--- config.mk ---
export PLATFORM = sky130hd
export DESIGN_NAME = irq_bank_aggr
export DESIGN_NICKNAME = d
export VERILOG_FILES = /design/src/rtl/intagg_pkg.sv /design/src/rtl/intagg_sync.sv /design/src/rtl/intagg_bank.sv /design/src/rtl/irq_bank_aggr.sv
export SDC_FILE = /design/constraint.sdc
export NUM_CORES = 1
export LEC_CHECK = 0
export BUFFER_PORTS_ARGS = -buffer_cell sky130_fd_sc_hd__buf_2
export CORE_ASPECT_RATIO = 1.4
export CORE_MARGIN = 2
export CORE_UTILIZATION = 45
export DETAILED_ROUTE_END_ITERATION = 8
export SLEW_MARGIN = 20
export SYNTH_ARGS = -nofsm -noshare
export SYNTH_HDL_FRONTEND = slang
export SYNTH_SLANG_ARGS = --single-unit
--- constraint.sdc ---
create_clock -name clk -period 1.9 [get_ports clk]
set_input_delay 0.095 -clock clk [delete_from_list [all_inputs] [get_ports clk]]
set_output_delay 0.095 -clock clk [all_outputs]
set_load 0.01 [all_outputs]
--- src/rtl/intagg_pkg.sv ---
package intagg_pkg;
    localparam int WORD_BITS = 32;

    typedef enum logic [1:0] {
        REGION_NONE   = 2'd0,
        REGION_ENABLE = 2'd1,
        REGION_STATUS = 2'd2
    } region_e;
endpackage

--- src/rtl/intagg_sync.sv ---
module intagg_sync #(
    parameter int WIDTH = 64
) (
    input  logic             clk,
    input  logic             rst_n,
    input  logic [WIDTH-1:0] async_in,
    output logic [WIDTH-1:0] sync_out
);
    logic [WIDTH-1:0] meta_q;

    always_ff @(posedge clk or negedge rst_n) begin
        if (!rst_n) begin
            meta_q   <= '0;
            sync_out <= '0;
        end else begin
            meta_q   <= async_in;
            sync_out <= meta_q;
        end
    end
endmodule

--- src/rtl/intagg_bank.sv ---
module intagg_bank #(
    parameter int N_WORDS = 4,
    localparam int LW_W   = (N_WORDS > 1) ? $clog2(N_WORDS) : 1,
    localparam int N_SRC  = N_WORDS * intagg_pkg::WORD_BITS
) (
    input  logic             clk,
    input  logic             rst_n,
    input  logic             wr_en,
    input  logic [LW_W-1:0]  wr_word,
    input  logic [31:0]      wr_data,
    input  logic [N_SRC-1:0] status_sync,
    output logic [N_SRC-1:0] en_flat,
    output logic             irq_q
);
    logic [N_WORDS-1:0][31:0] en_q;

    for (genvar w = 0; w < N_WORDS; w++) begin : g_word
        always_ff @(posedge clk or negedge rst_n) begin
            if (!rst_n) begin
                en_q[w] <= '0;
            end else if (wr_en && (wr_word == LW_W'(w))) begin
                en_q[w] <= wr_data;
            end
        end

        p_enable_capture_r4: assert property (@(posedge clk) disable iff (!rst_n)
            (wr_en && (wr_word == LW_W'(w))) |=> (en_q[w] == $past(wr_data)));
    end

    assign en_flat = en_q;

    always_ff @(posedge clk or negedge rst_n) begin
        if (!rst_n) begin
            irq_q <= 1'b0;
        end else begin
            irq_q <= |(status_sync & en_flat);
        end
    end

    p_enable_hold_r5: assert property (@(posedge clk) disable iff (!rst_n)
        !wr_en |=> $stable(en_flat));
endmodule

--- src/rtl/irq_bank_aggr.sv ---
module irq_bank_aggr #(
    parameter int N_WORDS = 4,
    parameter int N_BANKS = 2,
    parameter int ADDR_W  = 8,
    localparam int N_SRC      = N_WORDS * intagg_pkg::WORD_BITS,
    localparam int LW_W       = (N_WORDS > 1) ? $clog2(N_WORDS) : 1,
    localparam int WIDX_W     = $clog2(2 * N_WORDS),
    localparam int BANK_SHIFT = $clog2(N_WORDS * 8),
    localparam int BSEL_W     = ADDR_W - BANK_SHIFT
) (
    input  logic               clk,
    input  logic               rst_n,
    input  logic [N_SRC-1:0]   src_irq,
    input  logic               bus_sel,
    input  logic               bus_wr,
    input  logic [ADDR_W-1:0]  bus_addr,
    input  logic [31:0]        bus_wdata,
    output logic [31:0]        bus_rdata,
    output logic [N_BANKS-1:0] cpu_irq
);
    import intagg_pkg::*;

    logic [N_SRC-1:0]              status_sync;
    logic [N_BANKS-1:0][N_SRC-1:0] en_all;
    logic [N_BANKS-1:0]            bank_hit;
    logic [N_BANKS-1:0]            bank_wr;
    logic [WIDX_W-1:0]             word_idx;
    logic [BSEL_W-1:0]             bank_idx;
    logic [LW_W-1:0]               lw;
    logic                          in_range;
    region_e                       region;
    logic [31:0]                   rd_word;
    logic [31:0]                   en_word;

    intagg_sync #(.WIDTH(N_SRC)) u_sync (
        .clk      (clk),
        .rst_n    (rst_n),
        .async_in (src_irq),
        .sync_out (status_sync)
    );

    assign word_idx = bus_addr[BANK_SHIFT-1:2];
    assign bank_idx = bus_addr[ADDR_W-1:BANK_SHIFT];

    for (genvar b = 0; b < N_BANKS; b++) begin : g_bank
        assign bank_hit[b] = (bank_idx == BSEL_W'(b));
        assign bank_wr[b]  = bus_sel && bus_wr && bank_hit[b] && (region == REGION_ENABLE);

        intagg_bank #(.N_WORDS(N_WORDS)) u_bank (
            .clk         (clk),
            .rst_n       (rst_n),
            .wr_en       (bank_wr[b]),
            .wr_word     (lw),
            .wr_data     (bus_wdata),
            .status_sync (status_sync),
            .en_flat     (en_all[b]),
            .irq_q       (cpu_irq[b])
        );

        p_irq_needs_source_r6: assert property (@(posedge clk) disable iff (!rst_n)
            $rose(cpu_irq[b]) |-> $past(|status_sync));
    end

    assign in_range = |bank_hit;

    // Region classification and reversed word numbering
    always_comb begin
        if (!in_range) begin
            region = REGION_NONE;
        end else if (32'(word_idx) < N_WORDS) begin
            region = REGION_ENABLE;
        end else begin
            region = REGION_STATUS;
        end
        lw = LW_W'(N_WORDS - 1) - word_idx[LW_W-1:0];
    end

    always_comb begin
        en_word = '0;
        for (int b = 0; b < N_BANKS; b++) begin
            if (bank_hit[b]) begin
                en_word = en_word | en_all[b][{lw, 5'b0} +: 32];
            end
        end
    end

    always_comb begin
        unique case (region)
            REGION_ENABLE: rd_word = en_word;
            REGION_STATUS: rd_word = status_sync[{lw, 5'b0} +: 32];
            REGION_NONE:   rd_word = '0;
            default:       rd_word = '0;
        endcase
    end

    always_ff @(posedge clk or negedge rst_n) begin
        if (!rst_n) begin
            bus_rdata <= '0;
        end else if (bus_sel && !bus_wr) begin
            bus_rdata <= rd_word;
        end
    end

    p_status_write_ignored_r7: assert property (@(posedge clk) disable iff (!rst_n)
        (bus_sel && bus_wr && region == REGION_STATUS) |=> $stable(en_all));

    p_oob_write_ignored_r8: assert property (@(posedge clk) disable iff (!rst_n)
        (bus_sel && bus_wr && region == REGION_NONE) |=> $stable(en_all));

    p_oob_read_zero_r8: assert property (@(posedge clk) disable iff (!rst_n)
        (bus_sel && !bus_wr && region == REGION_NONE) |=> (bus_rdata == 32'h0));

    p_rdata_hold_r9: assert property (@(posedge clk) disable iff (!rst_n)
        !(bus_sel && !bus_wr) |=> $stable(bus_rdata));
endmodule

==> metrics.csv, run 1 <==
stage,metric,value,unit
status,outcome,"finished, final reports clean",
cts,cts_setup_buffers,0,
critical_path,r2r_end,g_bank[1].u_bank.irq_q$_DFF_PN0_,
die,fp-row-count,93,
layout,seq_area,13700,um2
synthesis,netlist.top_cell.by_area,dfrtp_1,
global_routing,grt_pass1_wl,109000,um
cts,clkTransAtPathRegs,0.06,ns
synthesis,synth_area_per_cell,17.1,um2
critical_path,endpoint_kind,flop,
die,die_h,260,um
die,die_width,187,um
synthesis,synthAdderAreaFrac,0,%
timing,rsz0062_at_grt,true,
layout,finalInstanceArea,27100,um2
die,dieArea,48700,um2
power,irDropWorstVdd,756,uV
placed_design,dp_cells,2099,
critical_path,crit_path_end,g_bank[1].u_bank.irq_q$_DFF_PN0_,
synthesis,yosysUniqueCellTypes,29,
synthesis,synth-compound-area-share,6.93,%
timing,tightestPinTransition,0.624,ns
timing,slew_violations,0,
global_routing,grt_use_total,31.6,%
layout,final_cells,2358,
synthesis,yosys_warnings,0,
cts,cts_sinks,546,
layout,area_growth,28.4,%
global_routing,antenna_found_initial,1,
placed_design,pre_cts_ws,-0.0824,ns
layout,fillers,3673,
layout,finish.utilization,58.7,%
detailed_routing,wl,75000,um
critical_path,crit_arrival,2.33,ns
cts,clockBufferDepth,3,
cts,tritoncts,yes,
global_routing,overflow,0,
power,finalPower,26.9,mW
worst_hold_path,hp-class,in2async,
critical_path,reg2reg_from,u_sync.sync_out[127]$_DFF_PN0_,
placed_design,gp_congestion,0.996,
timing,period_share,97.5,%
timing,fmax,540,MHz
cts,cts_max_level,2,
critical_path,crit_type,reg2reg,
synthesis,synth_top_family_by_area,multiplexers,
layout,diodes,0,
placed_design,portBuffers,203,
critical_path,reg2reg_depth,6,
power,leakage,12.7,nW
synthesis,syn-num-nets,1404,
layout,multi_input_area,7190,um2
global_routing,grt_pass1_vias,15100,
critical_path,critPathLaunchType,flop,
synthesis,netlist_top_cells_area,"dfrtp_1 (65%), mux2_2 (10%), mux4_2 (10%)",
detailed_routing,avgViaCountPerCell,6.00,
timing,min_period,1.85,ns
power,power_per_cell_area,993,nW/um2
timing,hold_slack,0.0147,ns
die,initial_utilization,45.7,%
layout,drive_gt1_share,40.5,%
timing,setup_tns,0,ns
detailed_routing,dr.pass1.iters,7,
timing,max-slew-margin-rel,58.4,%
die,core_area,46200,um2
critical_path,worstPathRequired,2.38,ns
placed_design,hpwl,53100,um
flow_run,maxCapViolCount,0,
timing,fin_skew,0.0302,ns
detailed_routing,wl_per_cell,31.8,um
synthesis,synth-seq-cells,546,
timing,hold_viol_final,0,
synthesis,synth_area,21100,um2
critical_path,r2r_slack,0.05,ns
cts,cts_root_buffer,clkbuf_16,
global_routing,grt_max_degree,81,
detailed_routing,route.detailed.drc,0,
synthesis,muxShareOfSynthArea,25.4,%
cts,cts_buffers,53,
synthesis,synthCells,1232,
synthesis,synth-xor-area-share,0,%
critical_path,crit_fanout,3,
placed_design,placed_area,23700,um2
die,num_io_pins,206,
synthesis,synthSimpleGateAreaFrac,1.43,%
timing,setup_viol,0,
synthesis,yosysTopAreaCellShare,64.7,%
detailed_routing,vias,14100,
timing,setup_slack,0.0482,ns
detailed_routing,route.antenna.remaining_nets,0,
cts,clk-insertion-delay-late,0.62,ns
critical_path,startpoint,u_sync.sync_out[127]$_DFF_PN0_,
layout,nNetsFinal,1870,
synthesis,ys_seq_area_share,64.7,%
detailed_routing,drt_iter0_drc,1258,
[worst max-delay path, cell delays in order (launching register included)]
cell	delay [ns]
dfrtp_1	0.46
a22o_1	0.27
a221oi_1	0.29
buf_4	0.20
nand4_1	0.16
nor3_1	0.26
nand3_1	0.09
[state kept, by name, summed over array words and instances, names as in the netlist]
register and flops:
bus_rdata 32, g_bank.u_bank.en_flat 256, u_sync.sync_out 128, u_sync.meta_q 128, g_bank.u_bank.irq_q 2
[where the power goes]
part           internal [mW]  total [mW]  switching [mW]
sequential              12.4        13.3           0.884
clock                   6.24        10.8            4.57
combinational           1.54        2.84            1.30
total                   20.2        26.9            6.75
[Yosys cell counts, drive strengths merged]
cell type    n
a221oi      41
a22o        41
a22oi       78
and3         1
buf         50
clkbuf      13
dfrtp      546
mux2       256
mux2i       32
mux4        96
nand2        1
nand2b       1
nand3        9
nand3b       2
nand4       19
nand4b       2
nor2         3
nor3         2
nor4         5
nor4b        1
o21ai       32
or4          1
[layer usage]
metal	wire [um]	vias up	track usage, %
met5	0	-	0
met1	28100	7546	39.1
met2	37400	679	53.0
met4	4010	0	15.9
li1	-	5735	-
met3	5490	188	6.59
[placed cells by master, fill, tap and decap left out, types with 5 or more instances in the layout]
master,n
dfrtp_1,543
buf_2,200
mux2_2,194
dlygate4sd3_1,161
mux4_2,96
buf_4,93
a22oi_1,78
mux2_1,62
clkbuf_16,53
a22o_1,41
a221oi_1,35
mux2i_1,32
o21ai_0,23
nand4_1,19
buf_12,18
clkbuf_1,11
clkbuf_8,10
nand3_1,9
o21ai_1,9
clkinv_2,9
a221oi_2,6
bufinv_16,5
clkinvlp_4,5
[worst min-delay path by stage]
stage	end	slack (ns)
after global routing	u_sync.sync_out[97]$_DFF_PN0_	0.06
after detailed placement	u_sync.sync_out[9]$_DFF_PN0_	0.06
after floorplan	bus_rdata[0]$_DFFE_PN0P_	-0.20
after CTS	g_bank[1].u_bank.en_flat[17]$_DFFE_PN0P_	0.04
after global placement	u_sync.sync_out[9]$_DFF_PN0_	0.07
final	u_sync.sync_out[9]$_DFF_PN0_	0.01
[final cells by class]
| type | instances | share of cell area, % |
|---|---|---|
| clock buffers | 74 | 5.55 |
| well taps | 617 | 2.85 |
| multi-input cells | 623 | 26.5 |
| repair buffers | 474 | 13.6 |
| clock inverters | 24 | 1.03 |
| flip-flops and latches | 546 | 50.4 |
[cell families (layout without fill, tap and decap cells)]
kind of cell    after synthesis  count (layout)
flops                       546             546
simple gates                 47              47
mux                         384             384
compound gates              192             192
buf+inv                      63             572
[repair_timing]
| item | in CTS | in global routing |
|---|---|---|
| gates resized for setup | 1 | 10 |
| hold endpoints to repair | 930 | 0 |
| hold buffers | 161 | 0 |
| endpoints found under the setup margin | 1 | 2 |
Note: power is estimated with default switching activity, not from simulation.
==> run 2, diff against run 1 <==
Settings changed: ABC_AREA set to 1.
==> run 2 against run 1 <==
Compared with the run above:
- largest cell class unchanged
- via count grew 34%
- combinational power up 7.4%
- cell count rose by 57%
==> metrics.csv, run 2 <==
stage,metric,value,unit,change
die,dieArea,52500,um2,+7.7%
layout,area_growth,24.0,%,
power,irDropWorstVdd,881,uV,+17%
cts,cts_buffers,53,,unchanged
die,num_io_pins,206,,unchanged
power,power_per_cell_area,949,nW/um2,-4.4%
global_routing,met2_usage,46.5,%,-6.5 points
global_routing,grt_use_met3,3.28,%,-3.3 points
die,core_area,50000,um2,+8.2%
status,outcome,"finished, final reports clean",,
layout,seq_area,13700,um2,about the same
timing,tightestPinTransition,0.636,ns,+0.0112 ns
die,initial_utilization,45.5,%,-0.16 points
global_routing,grt_max_degree,81,,unchanged
power,leakage,14.1,nW,+11%
layout,multi_input_area,7910,um2,+10%
synthesis,synth_top_flop_cell,dfrtp_1,,
synthesis,yosys_warnings,0,,unchanged
critical_path,worstPathRequired,2.36,ns,-0.02 ns
layout,diodes,0,,unchanged
die,die_h,270,um,+3.8%
critical_path,critPathLaunchType,flop,,
synthesis,ys_seq_area_share,60.0,%,-4.7 points
timing,hold_slack,0.0353,ns,+0.0206 ns
cts,clk-insertion-delay-late,0.61,ns,about the same
cts,cts_sinks,546,,unchanged
detailed_routing,drt_iter0_drc,1685,,+34%
detailed_routing,dr.pass1.iters,5,,-2
global_routing,grt_pass1_wl,110000,um,+0.97%
cts,clkTransAtPathRegs,0.06,ns,about the same
worst_hold_path,hp-class,in2reg,,
global_routing,grt_pass1_vias,18900,,+25%
detailed_routing,avgViaCountPerCell,5.12,,-15%
timing,fmax,576,MHz,+6.7%
layout,final_cell_mix,"nand2_1 (1219), dfrtp_1 (546), o21ai_1 (224)",,
critical_path,endpoint_kind,flop,,
global_routing,overflow,0,,unchanged
timing,setup_viol,0,,unchanged
timing,hold_viol_final,0,,unchanged
layout,largest_register_ffs,256,,unchanged
timing,rsz0062_at_grt,false,,
synthesis,synthCells,2640,,+110%
detailed_routing,route.detailed.drc,0,,unchanged
global_routing,grt_use_total,27.3,%,-4.3 points
timing,max-slew-margin-rel,57.6,%,-0.75 points
synthesis,syn-num-nets,2812,,+100%
timing,slew_violations,0,,unchanged
placed_design,portBuffers,203,,unchanged
timing,fin_skew,0.0198,ns,-0.0103 ns
detailed_routing,wl_per_cell,18.9,um,-41%
critical_path,crit_type,reg2reg,,
global_routing,grtUsageMet1,35.3,%,-3.8 points
layout,mostFrequentLayoutCell,nand2_1,,
layout,nNetsFinal,3191,,+71%
synthesis,yosysTopAreaCellShare,60.0,%,-4.7 points
synthesis,netlist_top_cells_area,"dfrtp_1 (60%), nand2_1 (20%), o21ai_1 (4.9%)",,
synthesis,synth_most_common_cell,nand2_1,,
die,fp-row-count,97,,+4.3%
timing,min_period,1.74,ns,-0.116 ns
layout,fillers,4583,,+25%
detailed_routing,wl,70100,um,-6.6%
flow_run,maxCapViolCount,0,,unchanged
synthesis,synth-seq-cells,546,,unchanged
cts,cts_root_buffer,clkbuf_16,,
cts,clockBufferDepth,3,,unchanged
synthesis,async_flop_share,100,%,unchanged
detailed_routing,vias,18900,,+34%
synthesis,synth_edf_count,0,,unchanged
critical_path,crit_fanout,3,,unchanged
cts,cts_max_level,2,,unchanged
synthesis,synth_area_per_cell,8.63,um2,-50%
synthesis,synth_area,22800,um2,+7.9%
synthesis,netlist.top_cell.by_area,dfrtp_1,,
layout,drive_gt1_share,14.1,%,-26 points
timing,setup_tns,0,ns,unchanged
die,die_width,194,um,+3.8%
detailed_routing,route.antenna.remaining_nets,0,,unchanged
placed_design,gp_congestion,0.917,,-8.0%
synthesis,yosys-top-cells-count,"nand2_1 (1219), dfrtp_1 (546), o21ai_1 (224)",,
cts,tritoncts,yes,,
global_routing,antenna_found_initial,0,,-1
cts,cts_setup_buffers,0,,unchanged
synthesis,yosysUniqueCellTypes,24,,-17%
critical_path,crit_arrival,2.20,ns,-0.13 ns
placed_design,hpwl,47000,um,-11%
timing,period_share,91.4,%,-6.1 points
global_routing,busiest_layer,met2,,
## run 2: cell count changes after synthesis, sizes merged, moves of 96 or more
cell / before / now
nand2: 1 / 1219
o21ai: 32 / 324
inv: 0 / 131
mux4: 96 / 0
nor2: 3 / 151
mux2: 256 / 0
## run 2: final timing paths
| check | from | end | slack [ns] | depth (start not counted) |
|---|---|---|---|---|
| max | u_sync.sync_out[63]$_DFF_PN0_ | g_bank[1].u_bank.irq_q$_DFF_PN0_ | 0.16 | 8 |
| min | bus_wr | bus_rdata[4]$_DFFE_PN0P_ | 0.04 | 5 |
| max reg2reg | u_sync.sync_out[63]$_DFF_PN0_ | g_bank[1].u_bank.irq_q$_DFF_PN0_ | 0.16 | 8 |
| min reg2reg | u_sync.meta_q[77]$_DFF_PN0_ | u_sync.sync_out[77]$_DFF_PN0_ | 0.33 | 0 |
| max in group asynchronous | rst_n | g_bank[1].u_bank.en_flat[85]$_DFFE_PN0P_ | 0.67 | 4 |
| min in group asynchronous | rst_n | u_sync.sync_out[14]$_DFF_PN0_ | 0.52 | 3 |
## run 2: report_power, final
group	internal, mW	total (mW)	switching [mW]
clock	6.24	10.7	4.50
combinational	1.18	3.05	1.88
sequential	12.4	13.0	0.594
## run 2: per-stage QoR
step	area (um2)	instances	power [mW]	util, %	setup WS [ns]
6_report	28200	3703	26.8	56.5	0.164
5_1_grt	28200	3703	28.0	56.5	0.184
4_1_cts	28200	3703	27.1	56.5	0.263
3_5_place_dp	24800	3444	16.0	49.6	0.139
3_3_place_gp	24800	3444	15.9	49.6	0.154
2_1_floorplan	22800	2640	14.5	-	0.462
## run 2: area by class of cell
class | instances | share of cell area [%]
clock buffers | 78 | 5.67
clock inverters | 18 | 0.651
inverters | 131 | 1.74
multi-input cells | 1846 | 28.0
flip-flops and latches | 546 | 48.4
well taps | 643 | 2.85
repair buffers | 441 | 12.7
## run 2: worst max-delay path: stages (launching register included)
cell and delay (ns):
dfrtp_1 0.41, nand2_1 0.09, nand2_1 0.07, nor2_1 0.31
nand2_1 0.16, nor2_1 0.25, nand2_1 0.08, nor2_1 0.11
nand2_1 0.11
## run 2: cells by family after synthesis
kind of cell,count (synthesis),share of synthesized area (%)
and+or+nand+nor,1476,25.7
buffers and inverters,248,5.41
AOI/OAI and AO/OA,370,8.91
DFF,546,60.0
## run 2: what timing repair did
item	in CTS	in global routing
hold buffers	163	0
setup endpoints to repair	0	0
endpoints found under the hold margin	930	0
gates resized for setup	0	0
## run 2: routing by layer
layer	vias up	part of all wire, %
li1	9066	-
met1	9022	41
met2	694	49
met3	162	5.5
met4	0	4.6
met5	-	0
==> run 3, diff against run 2 <==
Settings changed: GPL_ROUTABILITY_DRIVEN set to 0, SETUP_SLACK_MARGIN set to 0.4.
==> run 3 against run 2 <==
Compared with the run above:
- first-iteration DRC count is 10% lower
- total power up 3.2%
- global-route usage down 0.71 points
- die area did not move
- cell area grew 0.44%
- non-clock buffer count down 12
- sequential cell count is the same
- sequential power barely moved
- largest cell class unchanged
==> metrics.csv, run 3 (synthesis results as in run 2) <==
stage,metric,value,unit,change
layout,seq_area,13700,um2,about the same
layout,multi_input_area,8010,um2,+1.3%
cts,clk-insertion-delay-late,0.61,ns,about the same
timing,tightestPinTransition,0.625,ns,-0.0107 ns
die,die_h,270,um,unchanged
detailed_routing,route.detailed.drc,0,,unchanged
critical_path,crit_type,reg2reg,,
global_routing,grt_pass1_wl,107000,um,-2.2%
placed_design,portBuffers,203,,unchanged
cts,clkTransAtPathRegs,0.07,ns,about the same
global_routing,grt_use_total,26.6,%,-0.71 points
worst_hold_path,hp-class,in2async,,
detailed_routing,vias,19000,,+0.23%
layout,nNetsFinal,3178,,-0.41%
timing,setup_tns,0,ns,unchanged
critical_path,crit_arrival,1.93,ns,-0.27 ns
placed_design,placed_area,24700,um2,-0.46%
global_routing,overflow,0,,unchanged
timing,rsz0062_at_grt,true,,
cts,cts_buffers,52,,-1.9%
critical_path,worst_path_max_delay_cell,dfrtp_1,,
critical_path,endpoint_kind,flop,,
timing,min_period,1.48,ns,-0.261 ns
die,initial_utilization,45.5,%,unchanged
die,dieArea,52500,um2,unchanged
critical_path,path_cells,nand2_1 -> nand2_1 -> nor2_1 -> nand2_1 -> nor2_2 -> nand2_1 -> nor2_1 -> nand2_1,,
timing,period_share,77.7,%,-14 points
cts,clockBufferDepth,3,,unchanged
detailed_routing,wl,69600,um,-0.70%
layout,fillers,4510,,-1.6%
global_routing,grt_pass1_vias,19000,,+0.48%
layout,mostFrequentLayoutCell,nand2_1,,
critical_path,crit_fanout,3,,unchanged
critical_path,worstPathRequired,2.36,ns,about the same
critical_path,crit_family,simple AND/OR/NAND/NOR gates,,
power,irDropWorstVdd,1050,uV,+19%
detailed_routing,dr.pass1.iters,5,,unchanged
die,num_io_pins,206,,unchanged
global_routing,antenna_found_initial,1,,+1
cts,cts_max_level,2,,unchanged
die,die_width,194,um,unchanged
die,core_area,50000,um2,unchanged
global_routing,grt_max_degree,69,,-15%
timing,fin_skew,0.0170,ns,-0.00282 ns
power,power_per_cell_area,975,nW/um2,+2.7%
die,fp-row-count,97,,unchanged
cts,cts_sinks,546,,unchanged
detailed_routing,drt_iter0_drc,1511,,-10%
detailed_routing,avgViaCountPerCell,5.14,,+0.53%
status,outcome,"finished, final reports clean",,
layout,final_cell_mix,"nand2_1 (1214), dfrtp_1 (545), o21ai_1 (234)",,
timing,slew_violations,0,,unchanged
critical_path,worst_path_most_repeated_cell,nand2_1,,
timing,fmax,678,MHz,+18%
critical_path,max_stage_delay,0.41,ns,about the same
layout,largest_register_ffs,256,,unchanged
critical_path,path_buf_inv,0,,unchanged
placed_design,hpwl,46000,um,-2.2%
power,leakage,14.1,nW,+0.11%
cts,tritoncts,yes,,
timing,setup_viol,0,,unchanged
detailed_routing,route.antenna.remaining_nets,0,,unchanged
critical_path,critPathLaunchType,flop,,
layout,drive_gt1_share,15.1,%,+1.0 points
cts,cts_root_buffer,clkbuf_16,,
flow_run,maxCapViolCount,0,,unchanged
layout,area_growth,24.6,%,
layout,finalInstanceArea,28400,um2,+0.44%
detailed_routing,wl_per_cell,18.8,um,-0.41%
timing,max-slew-margin-rel,58.3,%,+0.71 points
timing,hold_viol_final,0,,unchanged
[run 3: changes by cell type in the layout (fill, tap and decap cells not counted), sizes merged]
cell	previous run	this run
clkinv	10	12
bufinv	3	11
dlygate4sd3	162	161
buf	279	268
diode	0	1
clkbuf	78	67
inv	133	134
[run 3: worst reg2reg max path: stages (launching register included)]
cell and delay, ns:
dfrtp_1 0.41, nand2_1 0.09, nand2_1 0.10, nor2_1 0.16, nand2_1 0.11, nor2_2 0.16
nand2_1 0.07, nor2_1 0.10, nand2_1 0.12
[run 3: through the flow]
step | utilization, % | setup WS, ns | power, mW | cells | hold slack (ns)
final | 56.7 | 0.425 | 27.7 | 3692 | 0.0397
after detailed placement | 49.4 | 0.150 | 16.0 | 3432 | 0.0829
after global routing | 56.7 | 0.377 | 28.8 | 3691 | 0.0574
after global placement | 49.4 | 0.165 | 15.9 | 3432 | 0.0817
after CTS | 56.6 | 0.392 | 27.8 | 3690 | 0.0314
after floorplan | - | 0.462 | 14.5 | 2640 | -0.201
[run 3: what timing repair did]
action	CTS	global route
setup endpoints to repair	2	2
resized for setup	14	37
pin swaps	15	27
hold buffers	161	0
buffers inserted	1	1
endpoints found under the hold margin	930	0
[run 3: worst paths after layout]
check                                                                from                          endpoint  slack, ns  depth (start not counted)
worst max-delay path            g_bank[0].u_bank.en_flat[100]$_DFFE_PN0P_  g_bank[0].u_bank.irq_q$_DFF_PN0_       0.42                          8
worst min-delay path                                                rst_n    u_sync.sync_out[112]$_DFF_PN0_       0.04                          2
worst max register to register  g_bank[0].u_bank.en_flat[100]$_DFFE_PN0P_  g_bank[0].u_bank.irq_q$_DFF_PN0_       0.42                          8
worst min register to register                u_sync.meta_q[77]$_DFF_PN0_     u_sync.sync_out[77]$_DFF_PN0_       0.34                          0
max in group asynchronous                                           rst_n     u_sync.sync_out[67]$_DFF_PN0_       1.11                          3
min in group clk                                              bus_addr[5]         bus_rdata[28]$_DFFE_PN0P_       0.08                          5
[run 3: power by group]
group / internal [mW] / switching, mW / total, mW
Sequential: 12.4 / 0.585 / 13.0
Combinational: 1.21 / 1.91 / 3.11
Clock: 6.96 / 4.59 / 11.6
Total: 20.6 / 7.09 / 27.7
[run 3: metal layers]
layer	GRT usage (%)	vias to the layer above	wire length, um
li1	-	9035	-
met1	33.9	9044	28200
met2	45.3	720	34100
met3	3.21	189	3800
met4	12.7	0	3450
met5	0	-	0
[run 3: area by class of cell]
cell class | instances | share of cell area (%)
multi-input cells | 1846 | 28.2
well taps | 643 | 2.84
inverters | 131 | 1.73
repair buffers | 429 | 12.2
clock buffers | 67 | 5.14
flip-flops and latches | 546 | 48.2
clock inverters | 29 | 1.68
diodes | 1 | 0.00882
